[src/rtl/mac_pkg.sv]
package mac_pkg;
    localparam int DATA_W = 16;
    localparam int ACC_W  = 40;

    typedef enum logic [3:0] {
        OP_CLR    = 4'd0,
        OP_SQ     = 4'd1,
        OP_SQACC  = 4'd2,
        OP_MAC    = 4'd3,
        OP_MSC    = 4'd4,
        OP_MUL    = 4'd5,
        OP_MULN   = 4'd6,
        OP_HOLD   = 4'd7,
        OP_ADDACC = 4'd8,
        OP_SUBACC = 4'd9,
        OP_NEGACC = 4'd10
    } mac_op_e;
endpackage

[src/rtl/mac_mul.sv]
module mac_mul #(
    parameter int DW = 16,
    parameter int AW = 40
) (
    input  logic [DW-1:0] x,
    input  logic [DW-1:0] y,
    input  logic          uns,
    input  logic          frac,
    input  logic          sq,
    output logic [AW-1:0] prod
);
    localparam int MW = DW + 1;
    localparam int PW = 2 * MW;
    localparam logic [DW-1:0] MIN_OPND = {1'b1, {(DW-1){1'b0}}};
    localparam logic [AW-1:0] FRAC_MAX = {{(AW-2*DW+1){1'b0}}, {(2*DW-1){1'b1}}};

    logic signed [MW-1:0] xe, ye, ma, mb;
    logic signed [PW-1:0] pw;
    logic [AW-1:0]        pe;
    logic                 clamp;

    always_comb begin
        xe    = uns ? {1'b0, x} : {x[DW-1], x};
        ye    = uns ? {1'b0, y} : {y[DW-1], y};
        ma    = sq ? (xe - ye) : xe;
        mb    = sq ? ma : ye;
        pw    = $signed({{MW{ma[MW-1]}}, ma}) * $signed({{MW{mb[MW-1]}}, mb});
        pe    = {{(AW-PW){pw[PW-1]}}, pw};
        clamp = frac && !uns && !sq && (x == MIN_OPND) && (y == MIN_OPND);
        if (clamp)
            prod = FRAC_MAX;
        else if (frac)
            prod = pe << 1;
        else
            prod = pe;
    end
endmodule

[src/rtl/mac_addsat.sv]
module mac_addsat #(
    parameter int DW = 16,
    parameter int AW = 40
) (
    input  logic [AW-1:0] a,
    input  logic [AW-1:0] b,
    input  logic          neg_b,
    input  logic          sat_en,
    input  logic          super_sat,
    output logic [AW-1:0] res,
    output logic          ov_hi,
    output logic          ov_lo,
    output logic          clamped
);
    localparam int FW = 2 * DW - 1;
    localparam logic [AW-1:0] NMAX = {{(AW-FW){1'b0}}, {FW{1'b1}}};
    localparam logic [AW-1:0] NMIN = {{(AW-FW){1'b1}}, {FW{1'b0}}};
    localparam logic [AW-1:0] SMAX = {1'b0, {(AW-1){1'b1}}};
    localparam logic [AW-1:0] SMIN = {1'b1, {(AW-1){1'b0}}};

    logic [AW:0] ae, be, raw;

    always_comb begin
        ae      = {a[AW-1], a};
        be      = {b[AW-1], b};
        raw     = neg_b ? (ae - be) : (ae + be);
        ov_hi   = raw[AW] ^ raw[AW-1];
        ov_lo   = !((&raw[AW:FW]) || !(|raw[AW:FW]));
        clamped = sat_en && (super_sat ? ov_hi : ov_lo);
        if (clamped)
            res = raw[AW] ? (super_sat ? SMIN : NMIN) : (super_sat ? SMAX : NMAX);
        else
            res = raw[AW-1:0];
    end
endmodule

[src/rtl/mac_round.sv]
module mac_round #(
    parameter int DW = 16,
    parameter int AW = 40
) (
    input  logic [AW-1:0] acc,
    input  logic          conv,
    output logic [DW-1:0] rnd
);
    localparam int HW = AW - DW;
    localparam logic [DW-1:0] HALF = {1'b1, {(DW-1){1'b0}}};
    localparam logic [DW-1:0] RMAX = {1'b0, {(DW-1){1'b1}}};

    logic [DW-1:0] low;
    logic          up;
    logic [HW:0]   sum;
    logic          in_rng;

    always_comb begin
        low    = acc[DW-1:0];
        up     = conv ? ((low > HALF) || ((low == HALF) && acc[DW])) : low[DW-1];
        sum    = {acc[AW-1], acc[AW-1:DW]} + {{HW{1'b0}}, up};
        in_rng = (&sum[HW:DW-1]) || !(|sum[HW:DW-1]);
        rnd    = in_rng ? sum[DW-1:0] : (sum[HW] ? HALF : RMAX);
    end
endmodule

[src/rtl/mac_dual_acc.sv]
module mac_dual_acc
    import mac_pkg::*;
#(
    parameter int DW = DATA_W,
    parameter int AW = ACC_W
) (
    input  logic          clk,
    input  logic          rst_n,
    input  logic          op_valid,
    input  logic [3:0]    op,
    input  logic          acc_sel,
    input  logic [DW-1:0] x_in,
    input  logic [DW-1:0] y_in,
    input  logic          frac_mode,
    input  logic          uns_mode,
    input  logic          conv_rnd,
    input  logic          sat_en_a,
    input  logic          sat_en_b,
    input  logic          super_sat,
    input  logic          rd_sel,
    output logic [AW-1:0] acc_a,
    output logic [AW-1:0] acc_b,
    output logic [DW-1:0] rnd_out,
    output logic [1:0]    ovf_hi,
    output logic [1:0]    ovf_lo,
    output logic [1:0]    sat_hit
);
    typedef struct packed {
        logic [AW-1:0] acc_a;
        logic [AW-1:0] acc_b;
        logic [1:0]    ov_hi;
        logic [1:0]    ov_lo;
        logic [1:0]    sat;
    } state_t;

    state_t        st_d, st_q;
    logic [AW-1:0] prod, cur, oth, opa, opb, res;
    logic          negb, wr, sq, hi, lo, clp;
    logic [AW-1:0] acc_v [2];
    logic [DW-1:0] rnd_v [2];

    assign sq = (op == OP_SQ) || (op == OP_SQACC);

    mac_mul #(.DW(DW), .AW(AW)) u_mul (
        .x(x_in), .y(y_in), .uns(uns_mode), .frac(frac_mode), .sq(sq), .prod(prod)
    );

    mac_addsat #(.DW(DW), .AW(AW)) u_add (
        .a(opa), .b(opb), .neg_b(negb),
        .sat_en(acc_sel ? sat_en_b : sat_en_a), .super_sat(super_sat),
        .res(res), .ov_hi(hi), .ov_lo(lo), .clamped(clp)
    );

    always_comb begin
        cur  = acc_sel ? st_q.acc_b : st_q.acc_a;
        oth  = acc_sel ? st_q.acc_a : st_q.acc_b;
        opa  = '0;
        opb  = '0;
        negb = 1'b0;
        wr   = 1'b0;
        if (op_valid) begin
            case (op)
                OP_CLR:    wr = 1'b1;
                OP_SQ:     begin opb = prod; wr = 1'b1; end
                OP_SQACC:  begin opa = cur; opb = prod; wr = 1'b1; end
                OP_MAC:    begin opa = cur; opb = prod; wr = 1'b1; end
                OP_MSC:    begin opa = cur; opb = prod; negb = 1'b1; wr = 1'b1; end
                OP_MUL:    begin opb = prod; wr = 1'b1; end
                OP_MULN:   begin opb = prod; negb = 1'b1; wr = 1'b1; end
                OP_ADDACC: begin opa = cur; opb = oth; wr = 1'b1; end
                OP_SUBACC: begin opa = cur; opb = oth; negb = 1'b1; wr = 1'b1; end
                OP_NEGACC: begin opb = cur; negb = 1'b1; wr = 1'b1; end
                default:   wr = 1'b0;
            endcase
        end
        st_d = st_q;
        if (wr) begin
            if (acc_sel) st_d.acc_b = res;
            else         st_d.acc_a = res;
            st_d.ov_hi[acc_sel] = hi;
            st_d.ov_lo[acc_sel] = lo;
            st_d.sat[acc_sel]   = clp;
        end
    end

    always_ff @(posedge clk or negedge rst_n) begin
        if (!rst_n) st_q <= '0;
        else        st_q <= st_d;
    end

    assign acc_v[0] = st_q.acc_a;
    assign acc_v[1] = st_q.acc_b;

    for (genvar g = 0; g < 2; g++) begin : g_rnd
        mac_round #(.DW(DW), .AW(AW)) u_rnd (
            .acc(acc_v[g]), .conv(conv_rnd), .rnd(rnd_v[g])
        );
    end

    assign rnd_out = rnd_v[rd_sel];
    assign acc_a   = st_q.acc_a;
    assign acc_b   = st_q.acc_b;
    assign ovf_hi  = st_q.ov_hi;
    assign ovf_lo  = st_q.ov_lo;
    assign sat_hit = st_q.sat;
endmodule

[config.mk]
export PLATFORM = sky130hd
export DESIGN_NAME = mac_dual_acc
export DESIGN_NICKNAME = d
export VERILOG_FILES = /design/src/rtl/mac_pkg.sv /design/src/rtl/mac_mul.sv /design/src/rtl/mac_addsat.sv /design/src/rtl/mac_round.sv /design/src/rtl/mac_dual_acc.sv
export SDC_FILE = /design/constraint.sdc
export NUM_CORES = 1
export LEC_CHECK = 0
export ABC_AREA = 1
export BUFFER_PORTS_ARGS = -buffer_cell sky130_fd_sc_hd__buf_2
export CAP_MARGIN = 40
export CORE_ASPECT_RATIO = 0.9
export CORE_MARGIN = 1
export CORE_UTILIZATION = 50
export DETAILED_ROUTE_END_ITERATION = 7
export PLACE_DENSITY = 0.68
export SLEW_MARGIN = 20
export SYNTH_ARGS = -nofsm -noshare
export SYNTH_HDL_FRONTEND = slang
export SYNTH_SLANG_ARGS = --single-unit
[constraint.sdc]
create_clock -name clk -period 10.65 [get_ports clk]
set_input_delay 2.13 -clock clk [delete_from_list [all_inputs] [get_ports clk]]
set_output_delay 2.13 -clock clk [all_outputs]
set_load 0.1 [all_outputs]
==> flow_summary.json <==
{
  "grt_pass1_vias": 25925,
  "coreArea_um2": 47900,
  "clkLatencyLatePin_ns": 0.36,
  "maxCapViolations": 0,
  "grt_pass1_wl_um": 145000,
  "cts_hold_buf": 0,
  "wl_per_cell_um": 18.8,
  "die_x_um": 235,
  "synth.top_cell.area_share_pct": 24.5,
  "grt_max_degree": 71,
  "clk_pin_slew_ns": 0.07,
  "cts_tree": "yes",
  "synth-edff-count": 0,
  "met3_usage_pct": 14.4,
  "synthToLayoutAreaGrowth_pct": 35.2,
  "fp.dieH_um": 211,
  "finalWirelength_um": 96100,
  "final_common_cell": "nand2_1",
  "drt_iter0_markers": 3417,
  "drc": 0,
  "max_stage_delay_ns": 0.57,
  "syn_area_um2": 24300,
  "n_fill_cell": 4275,
  "clockBufferDepth": 2,
  "fmax_mhz": 75.8,
  "ys_seq_area_share_pct": 8.85,
  "ant_nets": 0,
  "synth_area_per_cell_um2": 6.54,
  "fin_worst_skew_ns": 0.00737,
  "yosysWarnings": 0,
  "setup_slack_ns": -2.55,
  "dp.final_hpwl_um": 79900,
  "slew_viol_final": 0,
  "via_per_inst": 5.37,
  "relSlewSlack_pct": 37.8,
  "antenna_found_initial": 3,
  "grt-ovfl-total": 0,
  "worst_setup_path_start_kind": "input pin",
  "end_kind": "flop",
  "gp_congestion": 1.07,
  "violations": "negative setup slack",
  "drive_gt1_share_pct": 28.5,
  "critPathSlowestCell": "fa_1",
  "worst_path_most_repeated_cell": "nand2_1",
  "nets": 4965,
  "outcome": "finished with violations",
  "placementRows": 76,
  "critPathKind": "input pin to flop",
  "cts_root_buf": "clkbuf_16",
  "start_util_pct": 50.8,
  "finalSetupTns_ns": -211.02,
  "use_met1_pct": 57.2,
  "post-route-period-util_pct": 124,
  "worstMarginPinSlew_ns": 0.927,
  "yosysTopAreaCell": "fa_1",
  "synthArstFlopShare_pct": 100,
  "worstHoldPathType": "flop to flop",
  "clkSinkCount": 86,
  "top_usage_layer": "met1",
  "crit_fanout": 8,
  "layout_common_cells": "nand2_1 (935), inv_1 (690), buf_4 (670), nor2_1 (332), fa_1 (290)",
  "post-route-util_pct": 68.6,
  "required_ns": 10.86,
  "setup_viol": 86,
  "grtUsageTotal_pct": 38.7,
  "syn_nets": 4212,
  "portBuffers": 148,
  "die-area_um2": 49500,
  "period_needed_ns": 13.20,
  "ys_types": 62,
  "dr.pass1.iters": 7,
  "routed-via-count": 27374,
  "syn-instance-count": 3719,
  "rsz0062_at_grt": "true",
  "cp.arrival_ns": 13.41,
  "htreeDepth": 3,
  "pin_count": 149,
  "synth_seq_cells": 86,
  "synth_ff_type": "dfrtp_1",
  "numCtsBuffers": 9,
  "globalRouteMet2Util_pct": 53.9,
  "synth_area_leaders": "fa_1 (25%), nand2_1 (16%), inv_1 (11%), dfrtp_1 (8.8%), ha_1 (7.6%)",
  "hold_violations": 0
}
-- path summary, 6_finish.rpt --
path | slack (ns) | depth (start not counted) | from | end
min in group asynchronous | 1.70 | 1 | rst_n | acc_a[28]$_DFFE_PN0P_
max in group asynchronous | 7.87 | 2 | rst_n | acc_a[9]$_DFFE_PN0P_
max reg2reg | 4.47 | 34 | acc_b[0]$_DFFE_PN0P_ | acc_b[24]$_DFFE_PN0P_
min | 0.49 | 2 | ovf_hi[0]$_DFFE_PN0P_ | ovf_hi[0]$_DFFE_PN0P_
min reg2reg | 0.49 | 2 | ovf_hi[0]$_DFFE_PN0P_ | ovf_hi[0]$_DFFE_PN0P_
max | -2.55 | 71 | y_in[5] | acc_b[24]$_DFFE_PN0P_
-- cell families (layout without fill, tap and decap cells) --
| kind of cell | Yosys count | count (layout) | synth area share [%] |
|---|---|---|---|
| AO/OA/AOI/OAI | 472 | 472 | 11.2 |
| flip-flops | 86 | 86 | 8.85 |
| XOR/XNOR | 122 | 122 | 4.39 |
| AND/OR/NAND/NOR | 1736 | 1736 | 29.8 |
| adder cells (fa/ha/maj) | 446 | 446 | 32.1 |
| buffers and inverters | 857 | 1614 | 13.6 |
| other | 0 | 1 | 0 |
-- routing by layer --
layer	wire length (µm)	vias to the layer above
met3	13400	158
li1	-	12944
met2	38100	1335
met4	1830	4
met1	42700	12933
met5	19	-
-- timing repair --
item,4_1_cts,5_1_grt
gates cloned,2,1
endpoints found under the setup margin,86,86
pin swaps,63,98
hold endpoints to repair,0,0
setup buffers,26,15
gates resized for setup,131,226
-- final cells by class --
type                            count  area (µm²)  area share (%)
Inverter                          746        2820            8.58
Sequential cell                    86        2150            6.54
Multi-Input combinational cell   2776       20500            62.3
Antenna cell                        1        2.50         0.00761
Timing Repair Buffer              853        6380            19.4
Clock inverter                      4        25.0          0.0761
Clock buffer                       11         233           0.708
Tap cell                          624         781            2.37
-- sequential cells by signal, summed over array words and instances (netlist names) --
name / flops
acc_a: 40
acc_b: 40
ovf_hi: 2
ovf_lo: 2
sat_hit: 2
-- critical path, delay by kind of cell --
family | cells | cell delay (ns)
xor gates and xnor gates | 3 | 0.46
adders and majority gates | 10 | 3.99
AOI/OAI and AO/OA | 12 | 1.68
and+or+nand+nor | 33 | 3.56
buffers and inverters | 13 | 1.50
-- synthesized netlist by cell type, drive strengths merged, types with 9 or more instances --
cell and count:
nand4 39, nor4 12, dfrtp 86, or2 9, xor2 94, o21a 12
a31oi 14, nand2 1035, nand3b 11, xnor2 28, nor3 43, buf 45
nand3 188, a21oi 152, o21ai 247, clkbuf 66, fa 298, ha 148
inv 738, o211ai 10, nor2 392
-- per-stage QoR --
stage	hold WS (ns)	setup slack, ns	instance area, µm²	std cells
final	0.489	-2.55	32900	5101
after global routing	0.513	-3.15	32900	5100
after CTS	0.480	-2.33	31800	5084
after detailed placement	0.471	-3.34	30800	5042
after global placement	0.465	-3.22	30800	5038
after floorplan	0.984	-1.68	24700	3719
Power is left out: the tool's default activity adds up to more than one toggle a clock period on the data nets, which glitch-free logic cannot reach.
